`config.mk`:
```
export PLATFORM = sky130hd
export DESIGN_NAME = nan_select_top
export DESIGN_NICKNAME = d
export VERILOG_FILES = /design/src/rtl/nan_sel_pkg.sv /design/src/rtl/nan_classify.sv /design/src/rtl/nan_pick.sv /design/src/rtl/nan_shape.sv /design/src/rtl/nan_select_top.sv
export SDC_FILE = /design/constraint.sdc
export NUM_CORES = 1
export LEC_CHECK = 0
export ABC_AREA = 1
export CAP_MARGIN = 20
export CORE_ASPECT_RATIO = 1.1
export CORE_MARGIN = 8
export CORE_UTILIZATION = 40
export CTS_CLUSTER_SIZE = 16
export DETAILED_ROUTE_END_ITERATION = 10
export HOLD_SLACK_MARGIN = 0.02
export PLACE_DENSITY = 0.82
export SYNTH_ARGS = -nofsm -noshare
export SYNTH_HDL_FRONTEND = slang
export SYNTH_SLANG_ARGS = --single-unit
```
`constraint.sdc`:
```
create_clock -name clk -period 3.1 [get_ports clk]
set_input_delay 0.62 -clock clk [delete_from_list [all_inputs] [get_ports clk]]
set_output_delay 0.62 -clock clk [all_outputs]
set_load 0.01 [all_outputs]
```
`src/rtl/nan_sel_pkg.sv`:
```
package nan_sel_pkg;

    localparam int DW        = 64;
    localparam int SW        = 32;
    localparam int NUM_OPS   = 2;
    localparam int S_EXP_W   = 8;
    localparam int S_FRAC_W  = 23;
    localparam int D_EXP_W   = 11;
    localparam int D_FRAC_W  = 52;
    localparam int S_SIGN    = S_FRAC_W + S_EXP_W;
    localparam int D_SIGN    = D_FRAC_W + D_EXP_W;
    localparam int S_QBIT    = S_FRAC_W - 1;
    localparam int D_QBIT    = D_FRAC_W - 1;

    typedef enum logic [1:0] {
        OPC_ARITH = 2'd0,
        OPC_COPY  = 2'd1,
        OPC_XFER  = 2'd2,
        OPC_RSVD  = 2'd3
    } op_class_e;

    typedef enum logic [1:0] {
        SGN_KEEP  = 2'd0,
        SGN_CLEAR = 2'd1,
        SGN_FLIP  = 2'd2,
        SGN_KEEP2 = 2'd3
    } sign_act_e;

    typedef struct packed {
        logic          is_nan;
        logic          is_snan;
        logic [DW-1:0] view;
    } opnd_info_t;

    typedef struct packed {
        logic          nan;
        logic          inv;
        logic [DW-1:0] data;
    } nan_res_t;

    function automatic logic [DW-1:0] canon_nan(input logic dbl);
        logic [DW-1:0] w;
        w = '0;
        if (dbl) begin
            w[D_SIGN-1 -: D_EXP_W] = '1;
            w[D_QBIT]              = 1'b1;
        end else begin
            w[S_SIGN-1 -: S_EXP_W] = '1;
            w[S_QBIT]              = 1'b1;
        end
        return w;
    endfunction

    function automatic logic [DW-1:0] quieten(input logic [DW-1:0] w, input logic dbl);
        logic [DW-1:0] r;
        r = w;
        if (dbl) r[D_QBIT] = 1'b1;
        else     r[S_QBIT] = 1'b1;
        return r;
    endfunction

    function automatic logic [DW-1:0] apply_sign(input logic [DW-1:0] w, input logic dbl,
                                                  input sign_act_e act);
        logic [DW-1:0] r;
        r = w;
        case (act)
            SGN_CLEAR: if (dbl) r[D_SIGN] = 1'b0; else r[S_SIGN] = 1'b0;
            SGN_FLIP:  if (dbl) r[D_SIGN] = ~w[D_SIGN]; else r[S_SIGN] = ~w[S_SIGN];
            default:   r = w;
        endcase
        return r;
    endfunction

endpackage

```
`src/rtl/nan_classify.sv`:
```
module nan_classify
    import nan_sel_pkg::*;
(
    input  logic [DW-1:0] word_i,
    input  logic          dbl_i,
    output opnd_info_t    info_o
);
    logic exp_ones;
    logic frac_nz;
    logic top_frac;

    always_comb begin
        if (dbl_i) begin
            exp_ones = &word_i[D_SIGN-1 -: D_EXP_W];
            frac_nz  = |word_i[D_FRAC_W-1:0];
            top_frac = word_i[D_QBIT];
        end else begin
            exp_ones = &word_i[S_SIGN-1 -: S_EXP_W];
            frac_nz  = |word_i[S_FRAC_W-1:0];
            top_frac = word_i[S_QBIT];
        end
    end

    always_comb begin
        info_o.is_nan  = exp_ones && frac_nz;
        info_o.is_snan = exp_ones && frac_nz && !top_frac;
        info_o.view    = dbl_i ? word_i : {{(DW-SW){1'b0}}, word_i[SW-1:0]};
    end
endmodule

```
`src/rtl/nan_pick.sv`:
```
module nan_pick
    import nan_sel_pkg::*;
(
    input  opnd_info_t info_a_i,
    input  opnd_info_t info_b_i,
    input  logic       use_b_i,
    output logic       any_nan_o,
    output logic       any_snan_o,
    output logic       pick_b_o
);
    logic b_nan;
    logic b_snan;

    always_comb begin
        b_nan      = use_b_i && info_b_i.is_nan;
        b_snan     = use_b_i && info_b_i.is_snan;
        any_nan_o  = info_a_i.is_nan || b_nan;
        any_snan_o = info_a_i.is_snan || b_snan;
        // b wins only if a is not a NaN, or b outranks a by kind
        pick_b_o   = b_nan && (!info_a_i.is_nan || (b_snan && !info_a_i.is_snan));
    end
endmodule

```
`src/rtl/nan_shape.sv`:
```
module nan_shape
    import nan_sel_pkg::*;
(
    input  op_class_e  cls_i,
    input  sign_act_e  sgn_i,
    input  logic       dbl_i,
    input  logic       dn_i,
    input  opnd_info_t info_a_i,
    input  opnd_info_t info_b_i,
    input  logic       any_nan_i,
    input  logic       any_snan_i,
    input  logic       pick_b_i,
    output nan_res_t   res_o
);
    logic [DW-1:0] chosen;

    always_comb begin
        chosen = pick_b_i ? info_b_i.view : info_a_i.view;
        res_o  = '0;
        case (cls_i)
            OPC_ARITH: begin
                if (any_nan_i) begin
                    res_o.nan  = 1'b1;
                    res_o.inv  = any_snan_i;
                    res_o.data = dn_i ? canon_nan(dbl_i) : quieten(chosen, dbl_i);
                end
            end
            OPC_COPY: begin
                if (info_a_i.is_nan) begin
                    res_o.nan  = 1'b1;
                    res_o.data = apply_sign(info_a_i.view, dbl_i, sgn_i);
                end
            end
            OPC_XFER: begin
                if (info_a_i.is_nan) begin
                    res_o.nan  = 1'b1;
                    res_o.data = info_a_i.view;
                end
            end
            default: res_o = '0;
        endcase
    end
endmodule

```
`src/rtl/nan_select_top.sv`:
```
module nan_select_top
    import nan_sel_pkg::*;
(
    input  logic          clk,
    input  logic          rst,
    input  logic [63:0]   op_a,
    input  logic [63:0]   op_b,
    input  logic          dbl,
    input  logic          two_ops,
    input  logic          dflt_nan,
    input  logic [1:0]    op_class,
    input  logic [1:0]    sign_act,
    output logic          nan_out,
    output logic [63:0]   result,
    output logic          inv_flag
);
    logic [DW-1:0] opnd [NUM_OPS];
    opnd_info_t    info [NUM_OPS];
    logic          any_nan;
    logic          any_snan;
    logic          pick_b;
    logic          use_b;
    nan_res_t      nxt;
    nan_res_t      cur;

    assign opnd[0] = op_a;
    assign opnd[1] = op_b;

    generate
        for (genvar k = 0; k < NUM_OPS; k++) begin : g_cls
            nan_classify u_cls (
                .word_i (opnd[k]),
                .dbl_i  (dbl),
                .info_o (info[k])
            );
        end
    endgenerate

    assign use_b = two_ops && (op_class_e'(op_class) == OPC_ARITH);

    nan_pick u_pick (
        .info_a_i   (info[0]),
        .info_b_i   (info[1]),
        .use_b_i    (use_b),
        .any_nan_o  (any_nan),
        .any_snan_o (any_snan),
        .pick_b_o   (pick_b)
    );

    nan_shape u_shape (
        .cls_i      (op_class_e'(op_class)),
        .sgn_i      (sign_act_e'(sign_act)),
        .dbl_i      (dbl),
        .dn_i       (dflt_nan),
        .info_a_i   (info[0]),
        .info_b_i   (info[1]),
        .any_nan_i  (any_nan),
        .any_snan_i (any_snan),
        .pick_b_i   (pick_b),
        .res_o      (nxt)
    );

    always_ff @(posedge clk) begin
        if (rst) cur <= '0;
        else     cur <= nxt;
    end

    assign nan_out  = cur.nan;
    assign result   = cur.data;
    assign inv_flag = cur.inv;
endmodule

```
==> flow_metrics.py <==
metrics = {
    "sta": {
        "final.min_clock_period_ns": 2.72,
        "fin_tns_setup_ns": 0,
        "relSlewSlack": 0.581,
        "rsz0062_at_grt": "false",
        "finalSetupViolCount": 0,
        "drv_slew": 0,
        "hold_viol": 0,
        "fin_crit_sh": 0.878,
        "tightest_slew_ns": 0.627,
        "fmax_ghz": 0.367,
        "setup_ws_ns": 0.377,
        "fin_hold_ws_ns": 0.785,
    },
    "grt": {
        "grtUsageTotal": 0.232,
        "grt_pass1_wl_um": 23900,
        "antenna_found_initial": 0,
        "grt_max_degree": 53,
        "grt_overflow": 0,
        "grt_pass1_vias": 4754,
    },
    "drt": {
        "drt_wl_total_um": 15500,
        "viasPerCell": 5.32,
        "antenna_left": 0,
        "post_drt_wl_per_cell_um": 16.7,
        "drc_errors": 0,
        "drt_iter0_drc": 313,
        "num_vias": 4925,
        "dr.pass1.iters": 6,
    },
    "cells_and_area": {
        "diodes": 0,
        "area_delta_synth_final_pct": 64.9,
        "instances_no_fill": 925,
        "stdcell_area_um2": 6200,
        "fillers": 845,
        "register_area_um2": 1320,
        "drive_above_1_share": 0.0619,
        "num-nets-final": 947,
        "fin_util": 0.670,
        "multi_input_area_um2": 2150,
    },
    "placement": {
        "io_buffers": 202,
        "gp_congestion": 0.953,
        "dpl_worst_slack_ns": -0.203,
        "dpl.hpwl_um": 11900,
        "dpl-instance-area_um2": 5950,
        "placed_cells": 908,
    },
    "clock_tree": {
        "cts_buffers": 9,
        "clockRootBuffer": "clkbuf_8",
        "cts.sinks": 66,
        "cts_tree": "built",
        "clk_pin_slew_ns": 0.08,
        "htree_levels": 3,
        "clockBufferDepth": 2,
        "cts_resized": 0,
        "postCtsHoldBufs": 0,
        "post_cts_buffers": 0,
    },
    "pwr": {
        "p_total_mw": 2.03,
        "p_per_area_nw_per_um2": 327,
        "leakagePower_nw": 2.37,
        "vdd_drop_max_mv": 0.242,
    },
    "floorplan": {
        "core-area_um2": 9260,
        "initial_core_util": 0.406,
        "die_width_um": 108,
        "die_area_um2": 12800,
        "chipHeight_um": 118,
        "row_count": 37,
        "io_pins": 203,
    },
    "worst_setup_path": {
        "startpoint_type": "primary input",
        "crit_fanout": 43,
        "required_ns": 3.38,
        "crit_arrival_ns": 3.00,
        "end_kind": "register",
        "path_class": "primary input to register",
    },
    "logic_synthesis": {
        "ys_types": 28,
        "ys_seq_elements": 66,
        "synthCells": 602,
        "syn_nets": 746,
        "ys_seq_area_frac": 0.351,
        "syn-cell-area_um2": 3760,
        "avgSynthCellArea_um2": 6.25,
        "yosysWarnings": 0,
    },
    "run": {
        "drv_cap": 0,
    },
    "run_status": {
        "status": "completed",
    },
    "min_path": {
        "hold_class": "primary input to register",
    },
}
routing by layer:
layer / global-route usage / part of all wire
met3: 0.0591 / 0.089
met2: 0.396 / 0.49
met5: 0 / 0
met4: 0.104 / 0.034
met1: 0.262 / 0.38
cell usage in the layout, fill, tap and decap left out:
master           netlist  routed
nand3_4                1       1
bufinv_16              0       2
nand2_2                4       4
a211oi_1               1       1
buf_2                 14       1
buf_16                 0       1
nand4_1               11      11
inv_2                  1       1
nor3b_1                1       1
nor3_1                 3       3
inv_6                  0       1
nand3_2                1       1
and2_0                 1       1
o21ai_1                6       6
clkdlybuf4s50_1        0     201
a21oi_4                0       1
and3_1                 2       2
nand2_1              183     183
a21oi_1               68      68
dfxtp_1               66      66
clkbuf_8               0      10
o31ai_4                1       1
nand3_1               52      52
and2_1                 2       2
o21ai_0               53      53
ha_1                   7       7
clkinv_1               2       2
buf_12                 0       1
clkinvlp_4             0       2
inv_1                 34      34
nand3b_1               1       1
clkinv_2               0       1
nor2_4                 1       1
nor2_1                64      64
buf_4                  3      21
power by group:
group	internal, mW	switching [mW]
registers	0.847	0.0000666
clock network	0.476	0.368
logic	0.194	0.145
total	1.52	0.513
cell type report:
cell class,instances,share of cell area
flip-flops and latches,66,0.213
clock buffers,10,0.0222
well taps,117,0.0236
multi-input cells,464,0.346
clock inverters,6,0.0143
inverters,37,0.0224
repair buffers,225,0.358
state kept, by name (all words and copies together) (netlist names):
register  count
result       64
inv_flag      1
nan_out       1
Yosys cell counts:
| library cell | count | area [um2] |
|---|---|---|
| nand2_1 | 183 | 687 |
| dfxtp_1 | 66 | 1320 |
| inv_2 | 1 | 3.75 |
| a21oi_2 | 1 | 8.76 |
| o31ai_4 | 1 | 21.3 |
| and2_0 | 1 | 6.26 |
| nor2_1 | 64 | 240 |
| o21ai_1 | 6 | 30.0 |
| buf_2 | 14 | 70.1 |
| and3_1 | 2 | 12.5 |
| nand3b_1 | 1 | 7.51 |
| nand3_4 | 1 | 17.5 |
| nand2_2 | 4 | 25.0 |
| buf_4 | 3 | 22.5 |
| inv_1 | 34 | 128 |
| clkbuf_1 | 18 | 67.6 |
| a21oi_1 | 68 | 340 |
| nor3b_1 | 1 | 7.51 |
| o21ai_0 | 53 | 265 |
| a211oi_1 | 1 | 7.51 |
| clkinv_1 | 2 | 7.51 |
| ha_1 | 7 | 87.6 |
| nand4_1 | 11 | 68.8 |
| nand3_2 | 1 | 10.0 |
| nand3_1 | 52 | 260 |
| and2_1 | 2 | 12.5 |
| nor3_1 | 3 | 15.0 |
| nor2_4 | 1 | 11.3 |
cell families (layout without fill, tap and decap cells):
group                    count (synthesis)  count (layout)  share of synthesized area
buffers and inverters                   72             278                     0.0795
flip-flops                              66              66                      0.351
AO/OA/AOI/OAI                          130             130                      0.179
adder cells (fa/ha/maj)                  7               7                     0.0233
AND/OR/NAND/NOR                        327             327                      0.367
path summary, 6_finish.rpt:
| check | from | endpoint | slack, ns | cells past startpoint |
|---|---|---|---|---|
| setup / recovery | op_a[39] | result[31] | 0.38 | 17 |
| hold / removal | dbl | result[63] | 0.78 | 5 |
critical path, cell delays in order:
cell and delay (ns):
clkdlybuf4s50_1 0.46, nor2_1 0.14, and2_1 0.13, nand2_1 0.05
nor2_1 0.18, nand2_1 0.09, nand2_1 0.07, nand2_1 0.08
buf_4 0.16, nand3_4 0.10, nand2_2 0.20, inv_2 0.13
buf_12 0.22, nand2_1 0.07, nand2_1 0.07, nand2_1 0.05
a21oi_1 0.15
Note: power is estimated with default switching activity, not from simulation.
